## config.mk

```make
export PLATFORM = sky130hd
export DESIGN_NAME = madd_dot_engine
export DESIGN_NICKNAME = d
export VERILOG_FILES = /design/src/rtl/madd_pkg.sv /design/src/rtl/madd_slot_array.sv /design/src/rtl/madd_peak_tracker.sv /design/src/rtl/madd_sweep_core.sv /design/src/rtl/madd_dot_engine.sv
export SDC_FILE = /design/constraint.sdc
export NUM_CORES = 1
export LEC_CHECK = 0
export CORE_MARGIN = 8
export CORE_UTILIZATION = 36
export DETAILED_ROUTE_END_ITERATION = 8
export HOLD_SLACK_MARGIN = 0.15
export PLACE_DENSITY = 0.48
export SYNTH_ARGS = -nofsm -noshare
export SYNTH_HDL_FRONTEND = slang
export SYNTH_SLANG_ARGS = --single-unit
```

## constraint.sdc

```tcl
create_clock -name clk -period 10.5 [get_ports clk]
set_input_delay 2.1 -clock clk [delete_from_list [all_inputs] [get_ports clk]]
set_output_delay 2.1 -clock clk [all_outputs]
set_load 0.01 [all_outputs]
```

## src/rtl/madd_pkg.sv

```systemverilog
package madd_pkg;
  typedef enum logic [1:0] {
    ST_IDLE  = 2'd0,
    ST_SWEEP = 2'd1,
    ST_TAIL  = 2'd2
  } seq_state_t;
endpackage

```

## src/rtl/madd_slot_array.sv

```systemverilog
module madd_slot_array #(
  parameter int IDX_W   = 4,
  parameter int ACT_W   = 8,
  parameter int ENTRY_W = 12
) (
  input  logic               clk,
  input  logic               rst,
  input  logic               clr,
  input  logic               wr_en,
  input  logic [IDX_W-1:0]   wr_idx,
  input  logic [ACT_W-1:0]   wr_act,
  input  logic [IDX_W-1:0]   rd_idx,
  output logic [ENTRY_W-1:0] rd_data
);
  localparam int DEPTH = 1 << IDX_W;

  logic [ENTRY_W-1:0] slots [DEPTH];
  logic [ENTRY_W-1:0] wr_sum;

  // read-modify-write: same-index loads on back-to-back cycles chain correctly
  assign wr_sum  = slots[wr_idx] + ENTRY_W'(wr_act);
  assign rd_data = slots[rd_idx];

  always_ff @(posedge clk) begin
    if (rst || clr) begin
      for (int i = 0; i < DEPTH; i++) slots[i] <= '0;
    end else if (wr_en) begin
      slots[wr_idx] <= wr_sum;
    end
  end

  // the load gate upstream never lets index zero through
  a_r6_no_zero_write: assert property (@(posedge clk) disable iff (rst)
    wr_en |-> (wr_idx != '0));
endmodule

```

## src/rtl/madd_peak_tracker.sv

```systemverilog
module madd_peak_tracker #(
  parameter int IDX_W = 4
) (
  input  logic             clk,
  input  logic             rst,
  input  logic             clr,
  input  logic             upd,
  input  logic [IDX_W-1:0] idx,
  output logic [IDX_W-1:0] peak
);
  always_ff @(posedge clk) begin
    if (rst || clr) begin
      peak <= '0;
    end else if (upd && (idx > peak)) begin
      peak <= idx;
    end
  end

  // the sweep bound only grows between clears
  a_r3_peak_monotonic: assert property (@(posedge clk) disable iff (rst)
    !clr |=> (peak >= $past(peak)));
endmodule

```

## src/rtl/madd_sweep_core.sv

```systemverilog
module madd_sweep_core #(
  parameter int ENTRY_W    = 12,
  parameter int ACC_W      = 20,
  parameter bit HEIGHT_REG = 1'b1
) (
  input  logic               clk,
  input  logic               rst,
  input  logic               clr,
  input  logic               init,
  input  logic               step,
  input  logic [ENTRY_W-1:0] entry,
  output logic [ACC_W-1:0]   fin_sum
);
  logic [ACC_W-1:0] height_q, total_q;
  logic [ACC_W-1:0] entry_x, height_nx, total_nx;

  assign entry_x   = ACC_W'(entry);
  assign height_nx = height_q + entry_x;

  generate
    if (HEIGHT_REG) begin : g_reg_height
      // accumulator adds the registered height: one adder deep, one extra fold
      assign total_nx = total_q + height_q;
      assign fin_sum  = total_q + height_q;
    end else begin : g_direct_height
      // accumulator adds the fresh height: two adders in series, no fold
      assign total_nx = total_q + height_nx;
      assign fin_sum  = total_nx;
    end
  endgenerate

  always_ff @(posedge clk) begin
    if (rst || clr || init) begin
      height_q <= '0;
      total_q  <= '0;
    end else if (step) begin
      height_q <= height_nx;
      total_q  <= total_nx;
    end
  end

  // height is a running sum of unsigned slots and never decreases in a sweep
  a_r2_height_grows: assert property (@(posedge clk) disable iff (rst)
    (step && !clr && !init) |=> (height_q >= $past(height_q)));
  // the accumulator never falls during a sweep either
  a_r2_total_grows: assert property (@(posedge clk) disable iff (rst)
    (step && !clr && !init) |=> (total_q >= $past(total_q)));
endmodule

```

## src/rtl/madd_dot_engine.sv

```systemverilog
module madd_dot_engine
  import madd_pkg::*;
#(
  parameter int IDX_W      = 4,
  parameter int ACT_W      = 8,
  parameter int MAX_TUPLES = 16,
  parameter bit HEIGHT_REG = 1'b1,
  localparam int CNT_W     = $clog2(MAX_TUPLES),
  localparam int ENTRY_W   = ACT_W + CNT_W,
  localparam int ACC_W     = ACT_W + 2 * IDX_W + CNT_W
) (
  input  logic             clk,
  input  logic             rst,
  input  logic             clear,
  input  logic             load_valid,
  input  logic [IDX_W-1:0] load_idx,
  input  logic [ACT_W-1:0] load_act,
  input  logic             start,
  output logic [ACC_W-1:0] result,
  output logic             done
);
  seq_state_t         state_q;
  logic [IDX_W-1:0]   k_q;
  logic [IDX_W-1:0]   peak;
  logic [ENTRY_W-1:0] slot_rd;
  logic [ACC_W-1:0]   fin_sum;
  logic               busy, start_ok, load_ok, sweeping, last_step;

  assign busy      = (state_q != ST_IDLE);
  assign start_ok  = start && !busy && !clear;
  assign load_ok   = load_valid && (load_idx != '0) && !busy && !start_ok && !clear;
  assign sweeping  = (state_q == ST_SWEEP);
  assign last_step = sweeping && (k_q == IDX_W'(1));

  madd_slot_array #(
    .IDX_W  (IDX_W),
    .ACT_W  (ACT_W),
    .ENTRY_W(ENTRY_W)
  ) u_slots (
    .clk    (clk),
    .rst    (rst),
    .clr    (clear),
    .wr_en  (load_ok),
    .wr_idx (load_idx),
    .wr_act (load_act),
    .rd_idx (k_q),
    .rd_data(slot_rd)
  );

  madd_peak_tracker #(
    .IDX_W(IDX_W)
  ) u_peak (
    .clk (clk),
    .rst (rst),
    .clr (clear),
    .upd (load_ok),
    .idx (load_idx),
    .peak(peak)
  );

  madd_sweep_core #(
    .ENTRY_W   (ENTRY_W),
    .ACC_W     (ACC_W),
    .HEIGHT_REG(HEIGHT_REG)
  ) u_core (
    .clk    (clk),
    .rst    (rst),
    .clr    (clear),
    .init   (start_ok),
    .step   (sweeping),
    .entry  (slot_rd),
    .fin_sum(fin_sum)
  );

  // sequencer: IDLE -> SWEEP (peak .. 1) -> [TAIL] -> IDLE
  always_ff @(posedge clk) begin
    if (rst || clear) begin
      state_q <= ST_IDLE;
      k_q     <= '0;
      done    <= 1'b0;
      result  <= '0;
    end else begin
      unique case (state_q)
        ST_IDLE: begin
          if (start_ok) begin
            if (peak == '0) begin
              done   <= 1'b1;
              result <= '0;
            end else begin
              done    <= 1'b0;
              state_q <= ST_SWEEP;
              k_q     <= peak;
            end
          end
        end
        ST_SWEEP: begin
          k_q <= k_q - IDX_W'(1);
          if (last_step) begin
            if (HEIGHT_REG) begin
              state_q <= ST_TAIL;
            end else begin
              state_q <= ST_IDLE;
              done    <= 1'b1;
              result  <= fin_sum;
            end
          end
        end
        ST_TAIL: begin
          state_q <= ST_IDLE;
          done    <= 1'b1;
          result  <= fin_sum;
        end
        default: state_q <= ST_IDLE;
      endcase
    end
  end

  // empty store completes on the start edge with zero
  a_r7_empty_done: assert property (@(posedge clk) disable iff (rst)
    (start_ok && (peak == '0)) |=> (done && (result == '0)));
  // the sweep begins at the highest loaded index
  a_r3_first_index: assert property (@(posedge clk) disable iff (rst)
    (start_ok && (peak != '0)) |=> (sweeping && (k_q == $past(peak))));
  // a sweep steps down by one each clock whatever start does
  a_r4_sweep_continues: assert property (@(posedge clk) disable iff (rst)
    (sweeping && (k_q > IDX_W'(1)) && !clear) |=>
      (sweeping && (k_q == $past(k_q) - IDX_W'(1))));
  // the highest index is frozen while busy
  a_r5_peak_frozen_busy: assert property (@(posedge clk) disable iff (rst)
    (busy && !clear) |=> (peak == $past(peak)));
  // clear drops the result and the completion flag
  a_r8_clear_zero: assert property (@(posedge clk) disable iff (rst)
    clear |=> (!done && (result == '0) && (peak == '0)));
  // done never rises in the middle of a sweep
  a_r3_done_at_end: assert property (@(posedge clk) disable iff (rst)
    $rose(done) |-> !busy);
endmodule

```

### Word level (Yosys, flattened, before mapping)

Memories as Yosys holds them, arrays and structs flattened. A register that Yosys moved wholly into a read port is not among the register bits.
Cells that the tools add are included.

| storage, ports and cells | value |
|---|---|
| bits in registers | 71 |
| RAM bits | 192 |
| input port bits | 17 |
| output and inout port bits | 21 |
| logic and storage cells | 67 |
| memories kept | 1 |

| cells by class | value |
|---|---|
| $add $sub $neg | 4 |
| order comparisons | 1 |
| eq/ne operators | 7 |
| multiplexer cells | 23 |
| reduce and logical (&&, ||, !) cells | 24 |

Memory list:

| memory | words | bits a word | read ports | clocked after Yosys merged registers in | write ports | RTL line | text |
|---|---|---|---|---|---|---|---|
| u_slots.slots | 16 | 12 | 2 | 1 | 16 | madd_slot_array.sv:17 | `logic [ENTRY_W-1:0] slots [DEPTH];` |

Operators with widths:

| kind | number |
|---|---|
| two-way mux 20 bit | 2 |
| case mux 20 bit (2 select lines) | 1 |
| adder 20 x 12 -> 20 bit | 1 |
| adder 20 bit | 1 |
| two-way mux 4 bit | 5 |
| adder 12 x 8 -> 12 bit | 1 |
| two-way mux 12 bit | 1 |
| OR reduction 12 bit | 1 |
| AND reduction 3 bit | 3 |
| logical AND 1 bit | 8 |
| two-way mux 1 bit | 8 |
| case mux 4 bit (2 select lines) | 1 |
| two-way mux 2 bit | 3 |
| != test 2 bit, second input constant | 3 |
| nonzero test 2 bit | 3 |
| equality test 4 x 1 -> 1 bit, second input constant | 1 |
| > comparator 4 bit | 1 |
| logical NOT 4 bit | 1 |
| case mux 2 bit (2 select lines) | 1 |
| nonzero test 4 bit | 1 |
| subtractor 4 x 1 -> 4 bit, second input constant | 1 |
| logical NOT 1 bit | 3 |
| equality test 2 x 1 -> 1 bit, second input constant | 1 |
| equality test 2 bit, second input constant | 1 |
| 5 further kinds | 6 |

### Longest topological paths before layout

Gate-level depths: netlist of the first run.

| logic depth | value |
|---|---|
| depth after elaboration | 12 |
| gate-level depth with buffers | 16 |
| mapped depth without buffers | 10 |

### Hierarchy

From an unflattened synthesis of the first run, not the netlist that was laid out.

| second synthesis, totals | value |
|---|---|
| cells, all modules | 1200 |
| area, all modules | 14729.1 um^2 |

By module, submodules not included:

| module | instances | cells an instance | area an instance (um^2) | sequential area each (um^2) |
|---|---|---|---|---|
| madd_slot_array | 1 | 657 | 10152.2 | 5765.5 |
| madd_sweep_core | 1 | 371 | 3070.4 | 800.8 |
| madd_dot_engine | 1 | 141 | 1229.9 | 540.5 |
| madd_peak_tracker | 1 | 31 | 276.5 | 80.1 |

### Least setup slack after synthesis of the first run

OpenSTA, ideal clock, no wires.

| timing path | value |
|---|---|
| path type | input to register |
| start point | input load_idx[1] |
| end point | memory u_slots.slots[10][8] (data pin) |
| setup time | 0.266 ns |
| arrival time | 5.897 ns |
| data required time | 10.234 ns |
| setup slack | 4.337 ns |
| stages | 15 |
| buffers on the path | 5 |
| cell sequence | buf_2 buf_2 buf_1 buf_1 mux4_2 mux4_2 ha_1 fa_1 a21o_1 a21oi_1 o21ai_0 o211ai_1 xor2_1 clkbuf_1 nor2_1 |

RTL lines:

| element | RTL line | text |
|---|---|---|
| from (decl) | madd_dot_engine.sv:16 | `input logic [IDX_W-1:0] load_idx,` |
| to (decl) | madd_slot_array.sv:17 |  |

==> results.py, run 1 <==
metrics = {
    "critical_path": {
        "reg2reg_to": "u_core.height_q[16]",
        "cp.arrival_ps": 6330,
        "r2r_slack_ps": 5880,
        "worstSetupPathType": "primary input to register",
        "max_stage_delay_ps": 900,
        "ff2ff_path_depth": 11,
        "startpoint_type": "primary input",
        "end_kind": "register",
        "path_cells": "buf_2, buf_4, mux4_2, mux4_2, ha_1, a21o_1, a21oi_1, o21bai_1, a21oi_1, xor2_1, nor2_1",
        "worst-path-buf-inv": 2,
        "critPathTopFamily": "buffers and inverters",
        "critPathMaxFanout": 33,
        "cp.required_ps": 10750,
        "slowest_stage": "xor2_1",
    },
    "yosys": {
        "ys_async_sr_fraction_pct": 0,
        "synth.distinct_cells": 55,
        "synth_top_area_share_pct": 39.4,
        "ys_warn_count": 0,
        "synth_edf_count": 192,
        "syn_area_per_cell_um2": 11.8,
        "syn_area_um2": 14600,
        "syn_inst": 1236,
        "ys_seq_elements": 267,
        "yosys.area.top_type": "edfxtp_1",
        "ys.flop_type": "edfxtp_1",
        "yosysSeqAreaShare_pct": 49.6,
        "netlist_top_cells_area": "edfxtp_1, mux4_2, dfxtp_1, nor2_1, ha_1",
    },
    "floorplan": {
        "start_util_pct": 36.2,
        "die_area_um2": 47400,
        "rows": 74,
        "coreArea_um2": 40500,
        "die_x_um": 218,
        "pin_count": 38,
        "die_height_um": 218,
    },
    "global_routing": {
        "grt-ovfl-total": 0,
        "antenna_found_initial": 1,
        "grt_max_degree": 49,
        "grt_usage_pct": 18.4,
        "grt_pass1_wl_um": 65700,
        "grt_pass1_vias": 10600,
    },
    "job": {
        "maxCapViolations": 0,
    },
    "routing": {
        "avgRoutedWirePerCell_um": 23.9,
        "routed_wl_um": 43100,
        "antenna_left": 0,
        "dr.first_iter.drc_count": 821,
        "via_count": 10200,
        "drt-pass1-iter-count": 5,
        "drc_errors": 0,
        "vias_per_cell": 5.68,
    },
    "cts": {
        "cts_buffer_depth": 3,
        "cts_post_setup_buffers_inserted": 0,
        "htreeDepth": 2,
        "cts-buffers-inserted": 34,
        "clk_latency_ps": 550,
        "cts_tree": "done",
        "cts_resized": 0,
        "cts.clk_slew.worst_paths_ps": 50,
        "clock_sinks": 267,
        "clockRootBuffer": "clkbuf_16",
        "ctsHoldBuffers": 0,
    },
    "timing": {
        "max_freq_mhz": 164,
        "setup_tns_ps": 0,
        "slew_headroom_pct": 22.5,
        "fin_crit_sh_pct": 57.9,
        "rsz0062_at_grt": "false",
        "timing.hold.ws_ps": 441,
        "finClkSkew_ps": 29.6,
        "max_slew.worst_pin.slew_ps": 1160,
        "setup_viol": 0,
        "drv_slew": 0,
        "finalHoldViolCount": 0,
        "min_period_ps": 6080,
    },
    "placed_design": {
        "dp.cells": 1743,
        "io_buffers": 37,
        "gp_congestion": 0.831,
        "dp_hpwl_um": 27800,
    },
    "final_layout": {
        "area_growth_syn_to_layout_pct": 13.3,
        "diodes": 0,
        "drive_above_1_share_pct": 15.9,
        "final_nets": 1312,
        "layout_commonest_cell": "edfxtp_1",
        "mostFrequentLayoutCells": "edfxtp_1, nor2_1, mux4_2",
        "fin_cells": 1804,
    },
    "power": {
        "p_per_area_nw_per_um2": 157,
        "p_leak_nw": 5.88,
        "irDropWorstVdd_mv": 0.0951,
    },
    "min_path": {
        "holdPathEnd": "result[18]",
        "min_path_cells": 2,
        "min_from": "result[18]",
        "worst_hold_path_type": "register to register",
    },
    "status": {
        "status": "finished, final reports clean",
    },
}
[power breakdown]
group	leakage, nW	switching (mW)	internal [mW]
sequential	2.73	0.0165	1.16
combinational	2.62	0.164	0.0930
clock	0.532	0.465	0.701
[registers in the layout, indices dropped and copies added, names as in the netlist, named ones only]
name / cells
done: 1
u_slots.slots: 192
k_q: 4
u_core.height_q: 20
u_core.total_q: 20
result: 20
state_q: 2
u_peak.peak: 4
[synthesized netlist by cell type (10+ instances only)]
master and count:
edfxtp_1 192, a211oi_1 16, buf_1 11, nor2_1 181, clkbuf_1 63, nand3_1 31, inv_1 18, o21bai_1 10
o21ai_0 43, nand2_1 109, or3_1 16, dfxtp_1 75, ha_1 45, a21oi_1 82, xnor2_1 21, a22oi_1 15
nor3_1 32, mux4_2 117, a21o_1 18, buf_2 14, a21oi_2 10
[layout make-up]
class / count / area, um2
fillers: 3811 / 23900
inverters: 18 / 67.6
clock buffers: 45 / 933
flip-flops and latches: 267 / 7270
multi-input cells: 869 / 6970
clock inverters: 16 / 170
well taps: 532 / 666
repair buffers: 57 / 513
[metal layers]
metal | vias to the layer above | track usage [%] | wire (um)
met2 | 318 | 32.6 | 21800
met5 | - | 0 | 0
met1 | 5119 | 22.0 | 17300
met4 | 0 | 6.92 | 1540
li1 | 4712 | - | -
met3 | 92 | 3.56 | 2440
[tightest hold or removal path: stages (launching register included)]
cell and delay, ps:
dfxtp_1 300, nand2_1 50, o21ai_1 50
[how the worst max path moves through the flow]
stage	slack (ps)	startpoint	cells past startpoint	to
after detailed placement	3860	load_idx[1]	11	u_slots.slots[14][8]
after global placement	3900	load_idx[1]	11	u_slots.slots[15][6]
after CTS	4420	load_idx[1]	11	u_slots.slots[14][8]
final	4420	load_idx[1]	11	u_slots.slots[9][6]
after floorplan	4340	load_idx[1]	15	u_slots.slots[10][8]
after global routing	4090	load_idx[1]	11	u_slots.slots[8][7]
[cells by family after synthesis]
| kind of cell | after synthesis | share of synthesized area, % |
|---|---|---|
| and+or+nand+nor | 413 | 12.2 |
| DFF | 267 | 49.6 |
| AOI/OAI and AO/OA | 240 | 10.2 |
| muxes | 126 | 18.6 |
| buffers and inverters | 111 | 3.20 |
| adders and majority gates | 48 | 4.26 |
| xor gates and xnor gates | 30 | 1.79 |
| other | 1 | 0.0256 |
[per-stage QoR]
step / util [%] / setup slack (ps) / power (mW) / instance area [um2]
floorplan: - / 4340 / 1.37 / 14700
global placement: 38.3 / 3900 / 1.46 / 15500
detailed placement: 38.3 / 3860 / 1.46 / 15500
CTS: 41.0 / 4420 / 2.63 / 16600
global route: 41.0 / 4090 / 2.69 / 16600
finish: 41.0 / 4420 / 2.60 / 16600
(Power assumes the default switching activity.)
==> run 2, diff against run 1 <==
--- a/config.mk
+++ b/config.mk
@@ -9,7 +9,7 @@
 export CORE_UTILIZATION = 36
 export DETAILED_ROUTE_END_ITERATION = 8
 export HOLD_SLACK_MARGIN = 0.15
-export PLACE_DENSITY = 0.48
+export PLACE_DENSITY = 0.5
 export SYNTH_ARGS = -nofsm -noshare
 export SYNTH_HDL_FRONTEND = slang
 export SYNTH_SLANG_ARGS = --single-unit
==> constraint.sdc (replaced) <==
create_clock -name clk -period 5.55 [get_ports clk]
set_input_delay 1.11 -clock clk [delete_from_list [all_inputs] [get_ports clk]]
set_output_delay 1.11 -clock clk [all_outputs]
set_load 0.01 [all_outputs]
==> run 2 against run 1 <==
Combinational power rose by 95%; clock skew decreased by 8.3 ps; register-to-register slack lost 4400 ps; first-iteration DRC count is 6.3% higher; via count increased by 1.6%; cell area is 1.0% higher; sequential power increased by 89%; die area unchanged; wire length is 2.3% lower; critical path type unchanged; critical endpoint is now u_slots.slots[14][10]; highest routed layer is now met5.
==> results.py, run 2 (synthesis gave the netlist of run 1 again) <==
metrics = {
    "global_routing": {
        "grt_usage_pct": 17.8,
        "antenna_found_initial": 2,
        "grt_max_degree": 45,
        "grt_pass1_wl_um": 63800,
        "grt-ovfl-total": 0,
        "grt_pass1_vias": 10200,
    },
    "power": {
        "p_sw_share_pct": 24.8,
        "p_per_area_nw_per_um2": 292,
        "seq_power_share_pct": 45.7,
        "irDropWorstVdd_mv": 0.177,
        "combPwrFrac_pct": 10.3,
        "p_switching_mw": 1.21,
        "fin_total_pwr_mw": 4.89,
        "p_leak_nw": 5.99,
        "intPower_mw": 3.67,
        "p_clk_share_pct": 44.0,
    },
    "cts": {
        "clockRootBuffer": "clkbuf_16",
        "cts_post_setup_buffers_inserted": 0,
        "cts_tree": "done",
        "cts_resized": 0,
        "ctsHoldBuffers": 0,
        "clk_latency_ps": 550,
        "htreeDepth": 2,
        "cts-buffers-inserted": 34,
        "cts.clk_slew.worst_paths_ps": 60,
        "cts_buffer_depth": 3,
        "clock_sinks": 267,
    },
    "final_layout": {
        "layout_commonest_cell": "edfxtp_1",
        "largest_register_ffs": 192,
        "mostFrequentLayoutCells": "edfxtp_1, nor2_1, mux4_2",
        "area_growth_syn_to_layout_pct": 14.5,
        "drive_above_1_share_pct": 17.8,
        "registers.top_by_ff_count": "u_slots.slots",
        "final_nets": 1338,
    },
    "placed_design": {
        "dp_hpwl_um": 29200,
        "post-place-ws_ps": 586,
        "io_buffers": 37,
        "gp_congestion": 0.845,
    },
    "timing": {
        "timing.hold.ws_ps": 443,
        "finClkSkew_ps": 21.4,
        "setup_viol": 0,
        "setup_tns_ps": 0,
        "max_slew.worst_pin.slew_ps": 941,
        "max_freq_mhz": 226,
        "worst_slack_ps": 1130,
        "min_period_ps": 4420,
        "finalHoldViolCount": 0,
        "rsz0062_at_grt": "false",
        "slew_headroom_pct": 37.1,
        "drv_slew": 0,
        "fin_crit_sh_pct": 79.6,
    },
    "routing": {
        "antenna_left": 0,
        "avgRoutedWirePerCell_um": 23.0,
        "routed_wl_um": 42100,
        "vias_per_cell": 5.68,
        "via_count": 10400,
        "drc_errors": 0,
        "dr.first_iter.drc_count": 873,
        "drt-pass1-iter-count": 5,
    },
    "floorplan": {
        "die_x_um": 218,
        "pin_count": 38,
        "die_height_um": 218,
        "rows": 74,
        "coreArea_um2": 40500,
        "start_util_pct": 36.2,
        "die_area_um2": 47400,
    },
    "min_path": {
        "worst_hold_path_type": "register to register",
    },
    "critical_path": {
        "critPathMaxFanout": 21,
        "startpoint_type": "primary input",
        "worstSetupPathType": "primary input to register",
        "end_kind": "register",
        "cp.required_ps": 5800,
        "cp.arrival_ps": 4670,
    },
    "job": {
        "maxCapViolations": 0,
    },
    "status": {
        "status": "finished, final reports clean",
    },
}
## run 2: cell type report
type | count | area (um2)
Fill cell | 3788 | 23700
Sequential cell | 267 | 7270
Multi-Input combinational cell | 869 | 6960
Clock buffer | 44 | 890
Timing Repair Buffer | 83 | 721
Tap cell | 532 | 666
Clock inverter | 17 | 183
Inverter | 18 | 67.6
Antenna cell | 1 | 2.50
## run 2: stage by stage
step	cells	utilization, %	instance area (um2)
4_1_cts	1830	41.4	16800
6_report	1831	41.4	16800
3_3_place_gp	1769	38.8	15700
5_1_grt	1830	41.4	16800
2_1_floorplan	1247	-	14700
3_5_place_dp	1769	38.8	15700
## run 2: power groups by stage
| stage | Sequential [mW] | Clock [mW] | Combinational, mW |
|---|---|---|---|
| after floorplan | 2.26 | 0 | 0.330 |
| after global placement | 2.27 | 0 | 0.500 |
| after detailed placement | 2.27 | 0 | 0.501 |
| after CTS | 2.23 | 2.21 | 0.504 |
| after global routing | 2.24 | 2.28 | 0.542 |
| final | 2.23 | 2.15 | 0.502 |
## run 2: worst max-delay path: stages
cell and delay (ps):
buf_4 360, mux4_2 570, mux4_2 460, ha_1 240
fa_1 410, a21o_1 170, a21oi_1 300, o21ai_0 150
o211ai_1 210, or3_1 510, a21oi_1 130
## run 2: layer usage
metal	up-vias	global-route usage (%)	part of all wire, %
met3	74	2.69	4.9
li1	4789	-	-
met1	5258	23.2	43
met5	-	0	0.031
met2	280	30.1	49
met4	2	5.68	2.7
## run 2: worst paths after layout
path                    start                    end  slack (ps)  cells past startpoint
setup / recovery  load_idx[0]  u_slots.slots[14][10]        1130                     11
hold / removal     result[18]             result[18]         440                      2
setup reg to reg     register    u_core.height_q[19]        1470                     10
hold reg to reg    result[18]             result[18]         440                      2
